[config.mk]
export PLATFORM = sky130hd
export DESIGN_NAME = acc_cpu
export DESIGN_NICKNAME = d
export VERILOG_FILES = /design/src/rtl/cpu_pkg.sv /design/src/rtl/cpu_datapath.sv /design/src/rtl/cpu_control.sv /design/src/rtl/acc_cpu.sv
export SDC_FILE = /design/constraint.sdc
export NUM_CORES = 1
export LEC_CHECK = 0
export ABC_AREA = 0
export BUFFER_PORTS_ARGS = -buffer_cell sky130_fd_sc_hd__buf_2
export CORE_AREA = 5 5 104 106
export CTS_CLUSTER_DIAMETER = 40
export CTS_CLUSTER_SIZE = 24
export DETAILED_ROUTE_END_ITERATION = 6
export DIE_AREA = 0 0 109 111
export PLACE_DENSITY = 0.77
export SYNTH_ARGS = -nofsm -noshare
export SYNTH_HDL_FRONTEND = slang
export SYNTH_SLANG_ARGS = --single-unit
[constraint.sdc]
create_clock -name clk -period 4.7 [get_ports clk]
set_input_delay 0.235 -clock clk [delete_from_list [all_inputs] [get_ports clk]]
set_output_delay 0.235 -clock clk [all_outputs]
set_load 0.02 [all_outputs]
[src/rtl/cpu_pkg.sv]
package cpu_pkg;

  localparam int OP_W = 4;

  localparam logic [OP_W-1:0] OP_HALT  = 4'h0;
  localparam logic [OP_W-1:0] OP_LOAD  = 4'h1;
  localparam logic [OP_W-1:0] OP_STORE = 4'h2;
  localparam logic [OP_W-1:0] OP_ADD   = 4'h3;
  localparam logic [OP_W-1:0] OP_SUB   = 4'h4;
  localparam logic [OP_W-1:0] OP_JMP   = 4'h5;
  localparam logic [OP_W-1:0] OP_JZ    = 4'h6;
  localparam logic [OP_W-1:0] OP_RETI  = 4'h7;

  typedef enum logic [1:0] {
    MAR_FROM_PC,
    MAR_FROM_CIR,
    MAR_FROM_SAVE
  } marSel_e;

  typedef enum logic [1:0] {
    MBR_FROM_MEM,
    MBR_FROM_ACC,
    MBR_FROM_PC
  } mbrSel_e;

  typedef enum logic [1:0] {
    ACC_PASS,
    ACC_ADD,
    ACC_SUB
  } accOp_e;

  typedef struct packed {
    logic    marLoad;
    marSel_e marSel;
    logic    mbrLoad;
    mbrSel_e mbrSel;
    logic    cirLoad;
    logic    pcInc;
    logic    pcLoadAddr;
    logic    pcLoadMbr;
    logic    pcLoadVec;
    logic    accLoad;
    accOp_e  accOp;
    logic    memWrite;
  } ctrlStrobes_t;

  typedef enum logic [3:0] {
    ST_FETCH_ADDR,
    ST_FETCH_READ,
    ST_FETCH_MBR,
    ST_DECODE,
    ST_EXEC_ADDR,
    ST_EXEC_MEM,
    ST_EXEC_MBR,
    ST_EXEC_DO,
    ST_INT_CHECK,
    ST_INT_SAVE,
    ST_INT_WRITE,
    ST_HALTED
  } seqState_e;

endpackage

[src/rtl/cpu_datapath.sv]
module cpu_datapath
  import cpu_pkg::*;
#(
  parameter int               ADDR_W      = 12,
  parameter logic [ADDR_W-1:0] RESET_PC    = 12'h010,
  parameter logic [ADDR_W-1:0] SAVE_ADDR   = 12'h000,
  parameter logic [ADDR_W-1:0] VECTOR_ADDR = 12'h001
) (
  input  logic                   clk,
  input  logic                   rstN,
  input  ctrlStrobes_t           strb,
  input  logic [OP_W+ADDR_W-1:0] memRdData,
  output logic [ADDR_W-1:0]      memAddr,
  output logic [OP_W+ADDR_W-1:0] memWrData,
  output logic [OP_W-1:0]        opcode,
  output logic                   accZero,
  output logic [OP_W+ADDR_W-1:0] accOut,
  output logic [ADDR_W-1:0]      pcOut
);

  localparam int DATA_W = OP_W + ADDR_W;

  logic [ADDR_W-1:0] pcQ;
  logic [ADDR_W-1:0] marQ;
  logic [DATA_W-1:0] mbrQ;
  logic [DATA_W-1:0] cirQ;
  logic [DATA_W-1:0] accQ;

  logic [ADDR_W-1:0] addrField;
  logic [ADDR_W-1:0] marNext;
  logic [DATA_W-1:0] mbrNext;
  logic [DATA_W-1:0] aluResult;

  assign addrField = cirQ[ADDR_W-1:0];

  always_comb begin
    case (strb.marSel)
      MAR_FROM_CIR:  marNext = addrField;
      MAR_FROM_SAVE: marNext = SAVE_ADDR;
      default:       marNext = pcQ;
    endcase
  end

  always_comb begin
    case (strb.mbrSel)
      MBR_FROM_ACC: mbrNext = accQ;
      MBR_FROM_PC:  mbrNext = {{OP_W{1'b0}}, pcQ};
      default:      mbrNext = memRdData;
    endcase
  end

  always_comb begin
    case (strb.accOp)
      ACC_ADD: aluResult = accQ + mbrQ;
      ACC_SUB: aluResult = accQ - mbrQ;
      default: aluResult = mbrQ;
    endcase
  end

  always_ff @(posedge clk) begin
    if (!rstN) begin
      pcQ  <= RESET_PC;
      marQ <= '0;
      mbrQ <= '0;
      cirQ <= '0;
      accQ <= '0;
    end else begin
      if (strb.marLoad) marQ <= marNext;
      if (strb.mbrLoad) mbrQ <= mbrNext;
      if (strb.cirLoad) cirQ <= mbrQ;
      if (strb.accLoad) accQ <= aluResult;
      if (strb.pcLoadVec)       pcQ <= VECTOR_ADDR;
      else if (strb.pcLoadMbr)  pcQ <= mbrQ[ADDR_W-1:0];
      else if (strb.pcLoadAddr) pcQ <= addrField;
      else if (strb.pcInc)      pcQ <= pcQ + 1'b1;
    end
  end

  assign memAddr   = marQ;
  assign memWrData = mbrQ;
  assign opcode    = cirQ[DATA_W-1 -: OP_W];
  assign accZero   = (accQ == '0);
  assign accOut    = accQ;
  assign pcOut     = pcQ;

endmodule

[src/rtl/cpu_control.sv]
module cpu_control
  import cpu_pkg::*;
(
  input  logic            clk,
  input  logic            rstN,
  input  logic [OP_W-1:0] opcode,
  input  logic            accZero,
  input  logic            irqReq,
  output ctrlStrobes_t    strb,
  output seqState_e       seqState,
  output logic            halted,
  output logic            inService
);

  seqState_e stateQ, stateNext;
  logic      maskQ;
  logic      maskSet, maskClr;

  always_comb begin
    strb      = '0;
    strb.marSel = MAR_FROM_PC;
    strb.mbrSel = MBR_FROM_MEM;
    strb.accOp  = ACC_PASS;
    maskSet   = 1'b0;
    maskClr   = 1'b0;
    stateNext = stateQ;
    case (stateQ)
      ST_FETCH_ADDR: begin
        strb.marLoad = 1'b1;
        strb.marSel  = MAR_FROM_PC;
        stateNext    = ST_FETCH_READ;
      end
      ST_FETCH_READ: begin
        strb.pcInc = 1'b1;
        stateNext  = ST_FETCH_MBR;
      end
      ST_FETCH_MBR: begin
        strb.mbrLoad = 1'b1;
        strb.mbrSel  = MBR_FROM_MEM;
        stateNext    = ST_DECODE;
      end
      ST_DECODE: begin
        strb.cirLoad = 1'b1;
        stateNext    = ST_EXEC_ADDR;
      end
      ST_EXEC_ADDR: begin
        case (opcode)
          OP_LOAD, OP_ADD, OP_SUB: begin
            strb.marLoad = 1'b1;
            strb.marSel  = MAR_FROM_CIR;
            stateNext    = ST_EXEC_MEM;
          end
          OP_STORE: begin
            strb.marLoad = 1'b1;
            strb.marSel  = MAR_FROM_CIR;
            strb.mbrLoad = 1'b1;
            strb.mbrSel  = MBR_FROM_ACC;
            stateNext    = ST_EXEC_MEM;
          end
          OP_RETI: begin
            strb.marLoad = 1'b1;
            strb.marSel  = MAR_FROM_SAVE;
            stateNext    = ST_EXEC_MEM;
          end
          OP_JMP: begin
            strb.pcLoadAddr = 1'b1;
            stateNext       = ST_INT_CHECK;
          end
          OP_JZ: begin
            strb.pcLoadAddr = accZero;
            stateNext       = ST_INT_CHECK;
          end
          default: stateNext = ST_HALTED;
        endcase
      end
      ST_EXEC_MEM: begin
        if (opcode == OP_STORE) begin
          strb.memWrite = 1'b1;
          stateNext     = ST_INT_CHECK;
        end else begin
          stateNext = ST_EXEC_MBR;
        end
      end
      ST_EXEC_MBR: begin
        strb.mbrLoad = 1'b1;
        strb.mbrSel  = MBR_FROM_MEM;
        stateNext    = ST_EXEC_DO;
      end
      ST_EXEC_DO: begin
        case (opcode)
          OP_ADD: begin
            strb.accLoad = 1'b1;
            strb.accOp   = ACC_ADD;
          end
          OP_SUB: begin
            strb.accLoad = 1'b1;
            strb.accOp   = ACC_SUB;
          end
          OP_RETI: begin
            strb.pcLoadMbr = 1'b1;
            maskClr        = 1'b1;
          end
          default: begin
            strb.accLoad = 1'b1;
            strb.accOp   = ACC_PASS;
          end
        endcase
        stateNext = ST_INT_CHECK;
      end
      ST_INT_CHECK: begin
        stateNext = (irqReq && !maskQ) ? ST_INT_SAVE : ST_FETCH_ADDR;
      end
      ST_INT_SAVE: begin
        strb.marLoad = 1'b1;
        strb.marSel  = MAR_FROM_SAVE;
        strb.mbrLoad = 1'b1;
        strb.mbrSel  = MBR_FROM_PC;
        stateNext    = ST_INT_WRITE;
      end
      ST_INT_WRITE: begin
        strb.memWrite  = 1'b1;
        strb.pcLoadVec = 1'b1;
        maskSet        = 1'b1;
        stateNext      = ST_FETCH_ADDR;
      end
      default: stateNext = ST_HALTED;
    endcase
  end

  always_ff @(posedge clk) begin
    if (!rstN) begin
      stateQ <= ST_FETCH_ADDR;
      maskQ  <= 1'b0;
    end else begin
      stateQ <= stateNext;
      if (maskSet)      maskQ <= 1'b1;
      else if (maskClr) maskQ <= 1'b0;
    end
  end

  assign seqState  = stateQ;
  assign halted    = (stateQ == ST_HALTED);
  assign inService = maskQ;

endmodule

[src/rtl/acc_cpu.sv]
module acc_cpu
  import cpu_pkg::*;
#(
  parameter int                ADDR_W      = 12,
  parameter logic [ADDR_W-1:0] RESET_PC    = 12'h010,
  parameter logic [ADDR_W-1:0] SAVE_ADDR   = 12'h000,
  parameter logic [ADDR_W-1:0] VECTOR_ADDR = 12'h001
) (
  input  logic                   clk,
  input  logic                   rstN,
  input  logic                   irqReq,
  input  logic [OP_W+ADDR_W-1:0] memRdData,
  output logic [ADDR_W-1:0]      memAddr,
  output logic                   memWrEn,
  output logic [OP_W+ADDR_W-1:0] memWrData,
  output logic [OP_W+ADDR_W-1:0] accOut,
  output logic [ADDR_W-1:0]      pcOut,
  output logic                   halted,
  output logic                   inService
);

  ctrlStrobes_t    strb;
  seqState_e       seqState;
  logic [OP_W-1:0] opcode;
  logic            accZero;

  cpu_control u_ctrl (
    .clk       (clk),
    .rstN      (rstN),
    .opcode    (opcode),
    .accZero   (accZero),
    .irqReq    (irqReq),
    .strb      (strb),
    .seqState  (seqState),
    .halted    (halted),
    .inService (inService)
  );

  cpu_datapath #(
    .ADDR_W      (ADDR_W),
    .RESET_PC    (RESET_PC),
    .SAVE_ADDR   (SAVE_ADDR),
    .VECTOR_ADDR (VECTOR_ADDR)
  ) u_dp (
    .clk       (clk),
    .rstN      (rstN),
    .strb      (strb),
    .memRdData (memRdData),
    .memAddr   (memAddr),
    .memWrData (memWrData),
    .opcode    (opcode),
    .accZero   (accZero),
    .accOut    (accOut),
    .pcOut     (pcOut)
  );

  assign memWrEn = strb.memWrite;

endmodule

Word-level counts from Yosys, hierarchy flattened
Cells that the tools add are included.
{"block": "word_totals", "in_bits": 19, "regBits": 77, "output_inout_bits": 59, "word_cells": 76}
{"block": "op_classes", "n_reduce_logical": 12, "n_mux": 28, "addsub": 3, "eq_ne": 24, "bitwise_logic": 1}
{"op": "case mux 16 bit (2 select lines)", "count": 2}
{"op": "case mux 4 bit (11 select lines)", "count": 1}
{"op": "2-to-1 mux 12 bit", "count": 3}
{"op": "equality test 4 x 3 -> 1 bit (second input constant)", "count": 8}
{"op": "case mux 3 bit (3 select lines)", "count": 3}
{"op": "case mux 12 bit (2 select lines)", "count": 1}
{"op": "adder 16 bit", "count": 1}
{"op": "equality test 4 x 2 -> 1 bit (second input constant)", "count": 4}
{"op": "equality test 4 bit (second input constant)", "count": 4}
{"op": "logical NOT 16 bit", "count": 1}
{"op": "subtractor 16 bit", "count": 1}
{"op": "adder 12 x 1 -> 12 bit (second input constant)", "count": 1}
{"op": "2-to-1 mux 1 bit", "count": 9}
{"op": "equality test 4 x 1 -> 1 bit (second input constant)", "count": 2}
{"op": "2-to-1 mux 4 bit", "count": 2}
{"op": "case mux 4 bit (2 select lines)", "count": 1}
{"op": "equality test 2 x 1 -> 1 bit (second input constant)", "count": 3}
{"op": "equality test 2 bit (second input constant)", "count": 3}
{"op": "2-to-1 mux 3 bit", "count": 2}
{"op": "case mux 3 bit (2 select lines)", "count": 1}
{"op": "OR reduction 2 bit", "count": 3}
{"op": "2-to-1 mux 5 bit", "count": 1}
{"op": "OR reduction 5 bit", "count": 1}
{"op": "logical NOT 4 bit", "count": 1}
{"op": "8 further kinds", "count": 9}

Logic depth before layout (Yosys ltp)
{"block": "depth", "depth_word": 6, "mapped_depth": 16, "depth_no_buf": 15}

By module
Synthesis repeated with hierarchy kept, for this count alone.
{"block": "unflattened", "cells_unflattened": 658, "area_unflattened_um2": 5388.9}
{"module": "cpu_datapath", "cells_per_inst": 572, "instances": 1, "area_each_um2": 4740.8, "seq_area_each_um2": 1441.4}
{"module": "cpu_control", "cells_per_inst": 86, "instances": 1, "area_each_um2": 648.1, "seq_area_each_um2": 100.1}

Worst setup path after synthesis
OpenSTA, ideal clock, no wires.
{"block": "synth_timing", "path_type": "register to register", "from": "reg u_ctrl.stateQ[2] (netlist: u_ctrl.seqState[2])", "to": "reg u_dp.accQ[13] (netlist: u_dp.accOut[13])", "stages_incl_launch_ff": 17, "t_required_ps": 4584, "t_arrival_ps": 3215, "setup_ps": 116, "setup_slack_ps": 1369, "period_less_slack_ps": 3331, "n_path_buf": 2, "path_cell_list": "dfxtp_1 > buf_4 > nand2b_1 > nor2_2 > and3_1 > ha_1 > clkbuf_1 > nor2_1 > xnor2_1 > ha_1 > o21ai_1 > a21oi_1 > a41oi_1 > o21ai_1 > a31oi_1 > xnor2_1 > a31o_2"}
{"block": "synth_via", "elab_chain_len": 4, "word_cells_on_any_way": 5, "classes_between": "eq/ne (3); mux (2)"}
{"element": "start: declaration", "line_no": "cpu_control.sv:15", "source": "seqState_e stateQ, stateNext;"}
{"element": "start signal: assignment", "line_no": "cpu_control.sv:135", "source": "stateQ <= stateNext;"}
{"element": "equality test 4 x 3 -> 1 bit *", "line_no": "cpu_control.sv:27", "source": "case (stateQ)"}
{"element": "2-to-1 mux 3 bit *", "line_no": "cpu_control.sv:27"}
{"element": "equality test 2 bit / equality test 2 x 1 -> 1 bit (equally long branches)", "line_no": "cpu_datapath.sv:53", "source": "case (strb.accOp)"}
{"element": "case mux 16 bit (2 select lines)", "line_no": "cpu_datapath.sv:53"}
{"element": "end signal: assignment", "line_no": "cpu_datapath.sv:71", "source": "if (strb.accLoad) accQ <= aluResult;"}
{"element": "end: declaration", "line_no": "cpu_datapath.sv:27", "source": "logic [DATA_W-1:0] accQ;"}
Mark *: on every way between the ends. The rest lies on a longest branch, timed or not.
A chain may end at the register's enable or synchronous reset.

Worst setup path after layout
{"block": "layout_timing", "from": "reg u_ctrl.stateQ[0] (netlist: u_ctrl.seqState[0])", "to": "reg u_dp.accQ[15] (netlist: u_dp.accOut[15])"}
The elaborated chain is that of the path after synthesis.

==> summary.txt <==
Yosys
  • Area leader, netlist: dfxtp_1
  • Synth top cells by count: 116 x nand2_1, 77 x dfxtp_1, 49 x a21oi_1
  • Library cells used by synthesis: 63
  • Synthesized cell area: 0.005215 mm^2
  • Sequential element share of the synthesized area: 29.56%
  • Mapped Cells: 673
  • Synth Warn #: 0
  • Synth top area cells: dfxtp_1 30%, nand2_1 8.3%, ha_1 5.0%
  • Post-synth top area share: 29.56%
  • Synth async-reset ratio: 0%
  • Most frequent cell after synthesis: nand2_1
  • Post-synthesis net count: 714
  • Main synth FF type: dfxtp_1
  • Number of synthesized flops with an enable pin: 0
  • Mean Syn Cell Area: 7.749 um^2
  • Synth Register Bits: 77

STA
  • # setup viols final: 0
  • Minimum clock period: 4.086 ns
  • Clock skew: 0.01444 ns
  • Setup TNS: 0 ns
  • Final Hold Viols: 0
  • Measured slew at the worst slew-check pin: 1.211 ns
  • Worst setup margin: 0.6143 ns
  • Max-slew violation count: 0
  • Maximum clock frequency: 244.8 MHz
  • RSZ-0062 raised after global routing: no
  • Final Cycle Share: 86.93%
  • Relative slew slack: 18.81%

GRT
  • GRT overflow: 0
  • Largest net degree at the start of global routing: 75
  • Vias in the first global route: 4832
  • First-pass GRT wire length: 24170 um
  • Gr usage total: 24.68%
  • Initial antenna violation count: 0

Critical path
  • CP arrival: 4.33 ns
  • Worst Path Required: 4.94 ns
  • Critical path cell sequence: nand2_1 -> nor2_2 -> and3_1 -> ha_1 -> mux2_2 -> inv_1 -> ha_1 -> nand2b_1 -> a21oi_1 -> a41oi_1 -> o21ai_1 -> a221oi_2 -> xnor2_1 -> o221ai_1
  • CP peak stage delay: 0.66 ns
  • Slowest stage cell, crit path: dfxtp_1
  • Critical path class: reg2reg
  • CP most frequent cell: ha_1
  • Crit end category: flop
  • Critical Path Start Type: flop
  • Crit Path Max Fanout: 15
  • CP top delay family: compound AO/OA/AOI/OAI gates
  • Buffers plus inverters on the worst setup path: 1

Routing
  • Total length of routed wires: 14860 um
  • Antenna viol nets, final: 0
  • Post-route DRC violation count: 0
  • M1 WL: 6325 um
  • Met2 Routed Length: 7157 um
  • Uppermost routed layer: met4
  • Met3 Wirelength: 1037 um
  • Drt initial violations: 617
  • DRT Pass-1 Iters: 5
  • WL/cell: 17.51 um
  • Via count: 5104
  • Vias per cell: 6.012

CTS
  • Num CTS Buffers: 9
  • CTS resizes: 0
  • CTS root buffer: clkbuf_8
  • Worst-path clk slew: 0.08 ns
  • Htree depth: 3
  • Worst skew pair latency: 0.37 ns
  • CTS max path bufs: 2
  • TritonCTS Sinks: 77
  • CTS tree: yes
  • Post-CTS setup buffers: 0
  • Hold Buf Count CTS: 0

Floorplanning
  • Horiz. Die Dim: 109 um
  • Core area: 0.009684 mm^2
  • Initial Util: 53.85%
  • Die height: 111 um
  • Full die area: 0.01210 mm^2
  • Core Rows: 36
  • Top-Level Pins: 78

Flow run
  • Max Cap Viol: 0

Power and ir drop
  • Int Pwr: 1153 uW
  • Sw Share: 37.92%
  • Gate power share: 33.6%
  • Sequential share of power: 41.8%
  • Leakage: 0.002472 uW
  • VDD IR max: 0.1796 mV
  • Clock power share: 24.6%
  • Switching Power: 704.2 uW
  • PwrDens: 325.2 mW/mm^2

Cells and area
  • Register Area: 0.001541 mm^2
  • Fillers: 885
  • Area Growth Syn to Fin: 9.501%
  • Ant. Diodes: 0
  • Multi-input gate area: 0.003348 mm^2
  • Share of cells above drive strength 1: 16.76%
  • Net count reported at finish: 752

Run status
  • Status: completed

Hold path
  • Hold Crit Class: in2reg

Placed design
  • Pre-CTS setup slack: 0.6753 ns
  • I/O Buffers: 77
  • RePlAce Congestion: 0.9496
  • DP HPWL: 10690 um
-- stage by stage --
step                total power, uW  std cells  utilization (%)  hold WS [ns]  cell area, um^2
floorplan                      1267        673                -        0.4483             5215
global placement               1387        833            57.24        0.4606             5543
detailed placement             1405        833            57.24        0.4781             5543
CTS                            1852        849            58.97        0.2269             5710
global route                   1964        849            58.97        0.2387             5710
finish                         1857        849            58.97        0.2389             5710
-- layout by cell type (no fill, tap or decap), types with 4 or more instances in the layout --
master	n
a211oi_1	6
a21boi_0	20
a21o_1	6
a21oi_1	49
a221oi_1	4
a22oi_1	13
a31oi_1	7
and2_1	16
and3_1	7
buf_2	77
buf_4	4
clkbuf_8	9
dfxtp_1	77
ha_1	21
inv_1	17
mux2i_1	6
nand2_1	116
nand2b_1	5
nand3_1	18
nor2_1	43
nor3_1	6
nor3_2	5
nor3b_1	4
nor4_1	4
o211a_1	18
o211ai_1	20
o21ai_0	30
o221ai_1	7
o311a_1	4
xnor2_1	30
xor2_1	11
-- per-layer routing --
metal	vias up	global-route usage, %
met5	-	0
met4	0	9.764
met3	26	3.145
met2	224	40.05
met1	2378	32.84
li1	2476	-
-- worst paths after layout --
check,startpoint,end,slack (ns),depth (start not counted)
setup reg to reg,u_ctrl.seqState[0],u_dp.accOut[15],0.61,14
hold reg to reg,u_ctrl.inService,u_ctrl.inService,0.49,2
hold / removal,memRdData[15],u_dp.memWrData[15],0.24,4
setup / recovery,u_ctrl.seqState[0],u_dp.accOut[15],0.61,14
-- logic make-up after synthesis --
family	Yosys count	share of synthesized area [%]
compound gates	209	27.93
xor+xnor	41	6.886
fa+ha+maj	22	5.422
buf+inv	73	6.238
flops	77	29.56
mux	8	1.584
simple gates	243	22.39
-- final cells by class --
type / count / area share (%)
Clock inverter: 6 / 0.7011
Clock buffer: 10 / 2.235
Timing Repair Buffer: 81 / 7.274
Tap cell: 133 / 2.914
Inverter: 19 / 1.249
Sequential cell: 77 / 26.99
Multi-Input combinational cell: 523 / 58.63
-- power by group through the flow --
stage	clock network (uW)	registers [uW]	logic (uW)
2_1_floorplan	0	799	468
3_3_place_gp	0	785	602
3_5_place_dp	0	788	617
4_1_cts	459	773	620
5_1_grt	490	783	691
6_report	457	775	625
-- worst register-to-register path: stages, from the launching register on --
cell	delay, ns
dfxtp_1	0.66
nand2_1	0.27
nor2_2	0.24
and3_1	0.19
ha_1	0.51
mux2_2	0.43
inv_1	0.06
ha_1	0.22
nand2b_1	0.10
a21oi_1	0.10
a41oi_1	0.38
o21ai_1	0.23
a221oi_2	0.30
xnor2_1	0.14
o221ai_1	0.14
-- state kept, by name (all words and copies together), names as in the netlist --
signal / count
u_dp.accOut: 16
u_dp.memAddr: 12
u_ctrl.seqState: 4
u_dp.memWrData: 16
u_dp.cirQ: 16
u_dp.pcOut: 12
u_ctrl.inService: 1
Note: power is estimated with default switching activity, not from simulation.
